--- config.mk ---
export PLATFORM = sky130hd
export DESIGN_NAME = trace_view_filter
export DESIGN_NICKNAME = d
export VERILOG_FILES = /design/src/rtl/tvf_pkg.sv /design/src/rtl/tvf_regs.sv /design/src/rtl/tvf_cmp_bank.sv /design/src/rtl/tvf_ss_state.sv /design/src/rtl/trace_view_filter.sv
export SDC_FILE = /design/constraint.sdc
export NUM_CORES = 2
export LEC_CHECK = 0
export ABC_CLOCK_PERIOD_IN_PS = 4800
export BUFFER_PORTS_ARGS = -buffer_cell sky130_fd_sc_hd__buf_2
export CORE_MARGIN = 4
export CORE_UTILIZATION = 55
export DETAILED_ROUTE_END_ITERATION = 8
export GPL_ROUTABILITY_DRIVEN = 0
export GPL_TIMING_DRIVEN = 0
export PLACE_DENSITY_LB_ADDON = 0.25
export SYNTH_ARGS = -nofsm -noshare
export SYNTH_HDL_FRONTEND = slang
export SYNTH_HIERARCHICAL = 1
export SYNTH_SLANG_ARGS = --single-unit
--- constraint.sdc ---
create_clock -name clk -period 4.8 [get_ports clk]
set_input_delay 0.96 -clock clk [delete_from_list [all_inputs] [get_ports clk]]
set_output_delay 0.96 -clock clk [all_outputs]
set_load 0.03 [all_outputs]
--- src/rtl/tvf_pkg.sv ---
// Package for the trace view filter.
// Holds the register address map and the access-mask bit layout shared by the
// register file and the comparator bank. Assumes at most 8 range pairs.
package tvf_pkg;
    localparam int unsigned WR_ADDR_W = 6;

    localparam logic [WR_ADDR_W-1:0] RA_VAL_BASE = 6'd0;
    localparam logic [WR_ADDR_W-1:0] RA_ACC_BASE = 6'd16;
    localparam logic [WR_ADDR_W-1:0] RA_VIEW     = 6'd32;
    localparam logic [WR_ADDR_W-1:0] RA_INCL     = 6'd33;
    localparam logic [WR_ADDR_W-1:0] RA_SS       = 6'd34;

    // Bit positions inside the written words.
    localparam int unsigned VIEW_EVENT_BIT  = 0;
    localparam int unsigned VIEW_STATUS_BIT = 9;
    localparam int unsigned SS_STOP_SHIFT   = 16;
    localparam int unsigned ACC_LO          = 8;
    localparam int unsigned ACC_HI          = 15;

    // Stored mask byte: bits 3:0 secure EL0..3, bits 7:4 non-secure EL0..3.
    typedef logic [7:0] acc_mask_t;
endpackage

--- src/rtl/tvf_regs.sv ---
// Register file of the trace view filter.
// Decodes the write port into comparator values, exclusion masks, the event
// enable, the include word and the start/stop point masks. The status bit is
// not stored here: a view-control write is forwarded as a load pulse.
// Assumes NCMP <= 16 so that all comparator addresses fit their windows.
module tvf_regs
    import tvf_pkg::*;
#(
    parameter int unsigned AW    = 64,
    parameter int unsigned NPAIR = 4,
    localparam int unsigned NCMP = 2 * NPAIR
) (
    input  logic                           clk,
    input  logic                           rst_n,
    input  logic                           wr_en,
    input  logic [WR_ADDR_W-1:0]           wr_addr,
    input  logic [AW-1:0]                  wr_data,
    output logic [NCMP-1:0][AW-1:0]        cmp_val,
    output acc_mask_t [NCMP-1:0]           cmp_acc,
    output logic                           ev_on,
    output logic [NPAIR-1:0]               incl,
    output logic [NCMP-1:0]                ss_start,
    output logic [NCMP-1:0]                ss_stop,
    output logic                           st_wr,
    output logic                           st_val
);

    // Load pulse for the start/stop state on a view-control write.
    always_comb begin
        st_wr  = wr_en && (wr_addr == RA_VIEW);
        st_val = wr_data[VIEW_STATUS_BIT];
    end

    // Capture writes into the comparator, mask and control registers.
    always_ff @(posedge clk) begin
        if (!rst_n) begin
            cmp_val  <= '0;
            cmp_acc  <= '0;
            ev_on    <= 1'b0;
            incl     <= '0;
            ss_start <= '0;
            ss_stop  <= '0;
        end else if (wr_en) begin
            for (int i = 0; i < NCMP; i++) begin
                if (wr_addr == RA_VAL_BASE + WR_ADDR_W'(i))
                    cmp_val[i] <= wr_data;
                if (wr_addr == RA_ACC_BASE + WR_ADDR_W'(i))
                    cmp_acc[i] <= wr_data[ACC_HI:ACC_LO];
            end
            if (wr_addr == RA_VIEW)
                ev_on <= wr_data[VIEW_EVENT_BIT];
            if (wr_addr == RA_INCL)
                incl <= wr_data[NPAIR-1:0];
            if (wr_addr == RA_SS) begin
                ss_start <= wr_data[NCMP-1:0];
                ss_stop  <= wr_data[SS_STOP_SHIFT+NCMP-1:SS_STOP_SHIFT];
            end
        end
    end

endmodule

--- src/rtl/tvf_cmp_bank.sv ---
// Comparator bank of the trace view filter.
// Produces, for the presented instruction, one exact-match flag per comparator
// and one inclusive range-match flag per pair, each qualified by the level mask.
// Purely combinational; assumes the caller gates with the valid strobe.
module tvf_cmp_bank
    import tvf_pkg::*;
#(
    parameter int unsigned AW    = 64,
    parameter int unsigned NPAIR = 4,
    localparam int unsigned NCMP = 2 * NPAIR
) (
    input  logic [NCMP-1:0][AW-1:0] cmp_val,
    input  acc_mask_t [NCMP-1:0]    cmp_acc,
    input  logic [AW-1:0]           addr,
    input  logic [1:0]              el,
    input  logic                    ns,
    output logic [NCMP-1:0]         pt_hit,
    output logic [NPAIR-1:0]        rng_hit
);

    logic [2:0]      lvl_idx;
    logic [NCMP-1:0] lvl_ok;

    // Select the mask bit for the current security state and level.
    always_comb lvl_idx = {ns, el};

    for (genvar i = 0; i < NCMP; i++) begin : g_pt
        // Exact-address match of one comparator, blocked by its level mask.
        always_comb begin
            lvl_ok[i] = !cmp_acc[i][lvl_idx];
            pt_hit[i] = lvl_ok[i] && (addr == cmp_val[i]);
        end
    end

    for (genvar k = 0; k < NPAIR; k++) begin : g_rng
        // Inclusive unsigned range test of pair k using the even comparator's mask.
        always_comb
            rng_hit[k] = lvl_ok[2*k] && (addr >= cmp_val[2*k]) && (addr <= cmp_val[2*k+1]);
    end

endmodule

--- src/rtl/tvf_ss_state.sv ---
// Start/stop state bit of the trace view filter.
// Set by a start hit, cleared by a stop hit (stop wins), loaded directly by a
// software write which overrides both. Updates land at the clock edge, so the
// instruction causing a change still sees the old value.
module tvf_ss_state (
    input  logic clk,
    input  logic rst_n,
    input  logic instr_valid,
    input  logic start_hit,
    input  logic stop_hit,
    input  logic st_wr,
    input  logic st_val,
    output logic started
);

    // Update the state bit by priority: write, stop, start.
    always_ff @(posedge clk) begin
        if (!rst_n)
            started <= 1'b0;
        else if (st_wr)
            started <= st_val;
        else if (instr_valid && stop_hit)
            started <= 1'b0;
        else if (instr_valid && start_hit)
            started <= 1'b1;
    end

    AST_STOP_WINS: assert property (@(posedge clk) disable iff (!rst_n)
        instr_valid && stop_hit && !st_wr |=> !started);
    AST_START_SETS: assert property (@(posedge clk) disable iff (!rst_n)
        instr_valid && start_hit && !stop_hit && !st_wr |=> started);
    AST_WRITE_PRIORITY: assert property (@(posedge clk) disable iff (!rst_n)
        st_wr |=> started == $past(st_val));
    AST_STATE_HOLDS: assert property (@(posedge clk) disable iff (!rst_n)
        !instr_valid && !st_wr |=> $stable(started));

endmodule

--- src/rtl/trace_view_filter.sv ---
// Top of the instruction trace view filter.
// Combines the event enable, the include ranges and the start/stop state into a
// per-instruction trace-enable flag, registered one cycle after the strobe.
// Assumes NPAIR <= 8 and a 64-bit write port wide enough for every word.
module trace_view_filter
    import tvf_pkg::*;
#(
    parameter int unsigned AW    = 64,
    parameter int unsigned NPAIR = 4,
    localparam int unsigned NCMP = 2 * NPAIR
) (
    input  logic                 clk,
    input  logic                 rst_n,
    input  logic                 wr_en,
    input  logic [WR_ADDR_W-1:0] wr_addr,
    input  logic [AW-1:0]        wr_data,
    input  logic                 instr_valid,
    input  logic [AW-1:0]        instr_addr,
    input  logic [1:0]           instr_el,
    input  logic                 instr_ns,
    output logic                 trace_valid,
    output logic                 trace_en,
    output logic                 ss_status
);

    logic [NCMP-1:0][AW-1:0] cmp_val;
    acc_mask_t [NCMP-1:0]    cmp_acc;
    logic                    ev_on;
    logic [NPAIR-1:0]        incl;
    logic [NCMP-1:0]         ss_start;
    logic [NCMP-1:0]         ss_stop;
    logic                    st_wr;
    logic                    st_val;
    logic [NCMP-1:0]         pt_hit;
    logic [NPAIR-1:0]        rng_hit;
    logic                    start_hit;
    logic                    stop_hit;
    logic                    in_view;
    logic                    en_now;

    tvf_regs #(.AW(AW), .NPAIR(NPAIR)) u_regs (
        .clk      (clk),
        .rst_n    (rst_n),
        .wr_en    (wr_en),
        .wr_addr  (wr_addr),
        .wr_data  (wr_data),
        .cmp_val  (cmp_val),
        .cmp_acc  (cmp_acc),
        .ev_on    (ev_on),
        .incl     (incl),
        .ss_start (ss_start),
        .ss_stop  (ss_stop),
        .st_wr    (st_wr),
        .st_val   (st_val)
    );

    tvf_cmp_bank #(.AW(AW), .NPAIR(NPAIR)) u_cmp (
        .cmp_val (cmp_val),
        .cmp_acc (cmp_acc),
        .addr    (instr_addr),
        .el      (instr_el),
        .ns      (instr_ns),
        .pt_hit  (pt_hit),
        .rng_hit (rng_hit)
    );

    // Reduce comparator hits into start/stop events and the include decision.
    always_comb begin
        start_hit = |(pt_hit & ss_start);
        stop_hit  = |(pt_hit & ss_stop);
        in_view   = (incl == '0) || (|(rng_hit & incl));
        en_now    = ev_on && in_view && ss_status;
    end

    tvf_ss_state u_ss (
        .clk         (clk),
        .rst_n       (rst_n),
        .instr_valid (instr_valid),
        .start_hit   (start_hit),
        .stop_hit    (stop_hit),
        .st_wr       (st_wr),
        .st_val      (st_val),
        .started     (ss_status)
    );

    // Register the per-instruction decision and its strobe.
    always_ff @(posedge clk) begin
        if (!rst_n) begin
            trace_valid <= 1'b0;
            trace_en    <= 1'b0;
        end else begin
            trace_valid <= instr_valid;
            trace_en    <= instr_valid && en_now;
        end
    end

    AST_EN_HAS_VALID: assert property (@(posedge clk) disable iff (!rst_n)
        trace_en |-> trace_valid);
    AST_EVENT_GATES: assert property (@(posedge clk) disable iff (!rst_n)
        instr_valid && !ev_on |=> !trace_en);
    AST_STOPPED_GATES: assert property (@(posedge clk) disable iff (!rst_n)
        instr_valid && !ss_status |=> !trace_en);

endmodule

==> qor.yml <==
syn_area_sq_um: 34900
grt_pass1_vias: 27300
layout_worst_path_cycle_share_pct: 97.5
cp_data_required_time_ns: 5.25
firstDrtPassIters: 5
setup.worst_path.end_class: "register"
yosysSeqAreaShare_pct: 34.4
num-fill-cells: 5470
finalWirelength_mm: 104
wl_met1_mm: 45.1
start_kind: "primary input"
period_needed_ns: 4.68
yosysUniqueCellTypes: 61
worst-path-max-fanout: 8
grt_max_degree: 14
synth_edf_count: 0
yosysWarnings: 6
grt_first_pass_wirelength_mm: 158
worstRegToRegCells: 11
cts_tree: "done"
max_slew.worst_pin.slew_ns: 1.37
postCtsResizedCells: 0
top_layer_used: "met5"
placementRows: 92
worst-endpoint-arrival_ns: 5.13
areaGrowthSynthToFinish_pct: 11.5
detailed_place_hpwl_mm: 75.6
wl_per_cell_microns: 20.7
antenna-diode-count: 0
critical_path_type: "in -> reg"
final_layout_size_suffix_gt1_share_pct: 8.21
synth-async-reset-ratio_pct: 0
timing.slew.headroom_pct: 8.80
route.met2.wl_mm: 46.8
drv_cap: 0
startpoint: "instr_addr[53]"
timing.rr.start: "u_regs/cmp_val[182]"
min_from: "u_regs/cmp_val[338]"
slew_viol_final: 0
initial_core_util_pct: 55.5
final.hold.worst_slack_ns: 0.455
pin_count: 144
hold_viol: 0
power_density_nw_per_um2: 292
dieWidth_microns: 260
clk_pin_slew_worst_paths_ns: 0.06
ir_worst_vdd_mv: 0.257
core-area_sq_um: 63000
starting_drt_drc_count: 2082
cts.hold.buffers_added: 0
clock_latency_ns: 0.61
cts-buffers-inserted: 69
drc_viols: 0
run_status: "complete, no violations"
per_instance_average_area_after_synthesis_sq_um: 8.95
postSynthCellCount: 3905
hold_path.class: "reg -> reg"
root_buffer: "clkbuf_16"
finish.net_count: 4773
leakagePower_uw: 0.0180
h-tree-depth: 3
antenna_left: 0
vias: 28400
yosys_most_used_dff: "dfxtp_1"
global_route.usage.total_pct: 30.2
met3WireLength_mm: 7.36
routed_via_density: 5.66
fin_worst_skew_ns: 0.0170
rsz_0062_raised_after_global_routing: "no"
cts_buffer_depth: 3
grt_overflow_total: 0
die_y_microns: 260
setup_viol: 0
total_power_uw: 11400
synth.ff_latch_count: 600
numClockSinks: 600
syn_nets: 4558
final_core_util_pct: 61.9
cts.repair_timing.setup_buffer_count: 0
worstHoldPathCells: 2
buffer_ports.inserted: 142
max_freq_mhz: 214
die_area_sq_um: 67600
grt_antenna_before_repair: 5
==> sequential cells by signal (all words and copies together) (netlist names) <==
name / cells
u_regs/cmp_val: 512
u_regs/cmp_acc: 64
u_regs/ss_start: 8
u_regs/ss_stop: 8
u_regs/incl: 4
trace_en: 1
trace_valid: 1
u_regs/ev_on: 1
u_ss/started: 1
==> routing by layer <==
layer	global-route usage [%]	vias to the layer above
li1	-	13800
met1	39.9	13400
met2	49.5	927
met3	5.13	239
met4	11.9	8
met5	0	-
==> synthesized netlist by cell type (all sizes together) (8+ instances only) <==
cell    number  area (sq um)
o21ai       61           305
a211oi      21           158
nor4        18           128
a31oi        8          50.1
a21oi      203          1020
nand4      106           669
clkbuf      82           308
mux4        16           383
nor3        21           110
buf         64           499
and4        14           123
nor2        43           161
a22oi       10          75.1
dfxtp      600         12000
ha         512          6410
mux2i      599          6000
nor2b       15          93.8
a221oi      17           149
a21o        51           383
nand3       63           315
nand2      788          2970
inv        511          1920
==> metrics by stage <==
stage | area [sq um] | cells | TNS (ns) | worst slack (ns)
3_5_place_dp | 36700 | 4895 | -0.187 | -0.187
2_1_floorplan | 34900 | 3905 | 0 | 1.68
4_1_cts | 39000 | 5022 | 0 | 0.451
5_1_grt | 39000 | 5022 | 0 | 0.195
3_3_place_gp | 36700 | 4893 | -0.548 | -0.356
6_report | 39000 | 5022 | 0 | 0.118
==> power breakdown <==
group	leakage, uW	total [uW]	switching [uW]	internal [uW]
clock	0.00111	5230	2170	3070
sequential	0.00483	5010	10.0	5000
combinational	0.0120	1130	754	374
total	0.0180	11400	2930	8440
==> logic make-up (layout without fill, tap and decap cells) <==
logic type	Yosys count	after routing	synth area share, %
multiplexers	618	618	18.4
buffers and inverters	657	928	7.80
AO/OA/AOI/OAI	412	412	7.15
AND/OR/NAND/NOR	1106	1106	14.0
flip-flops	600	600	34.4
adder cells (fa/ha/maj)	512	512	18.3
==> placed cells by master (no fill, tap or decap), drive strengths merged, types with 7 or more instances in the layout <==
master and instances:
nand2 788, dfxtp 600, mux2i 599, inv 516, ha 512, buf 208, a21oi 203, clkbuf 189
nand4 106, nand3 63, o21ai 61, a21o 51, nor2 43, a211oi 21, nor3 21, nor4 18
a221oi 17, mux4 16, nor2b 15, and4 14, clkinv 13, a22oi 10, a31oi 8, or4 7
o21bai 7, and2 7
==> critical path: stages <==
cell and delay (ns):
buf_2 0.18, ha_1 0.32, nand4_1 0.12, nor3_1 0.55, nand4_1 0.40, nor4_1 1.09, nor3_1 0.31, and4_1 0.36
a221oi_1 0.28, a22oi_1 0.10, a31oi_1 0.44
==> worst paths after layout <==
check                        endpoint  slack [ns]
hold reg to reg   u_regs/cmp_val[338]        0.46
setup reg to reg             trace_en        0.29
setup / recovery             trace_en        0.12
hold / removal    u_regs/cmp_val[338]        0.46
==> area by class of cell <==
type,instances,area [sq um],area share (%)
inverter,511,1920,4.92
multi-input combinational,2648,20200,51.9
buffer,146,807,2.07
sequential,600,12000,30.8
clock inverter,20,154,0.395
timing repair buffer,144,721,1.85
tap,846,1060,2.72
clock buffer,107,2090,5.37
(Power assumes the default switching activity.)
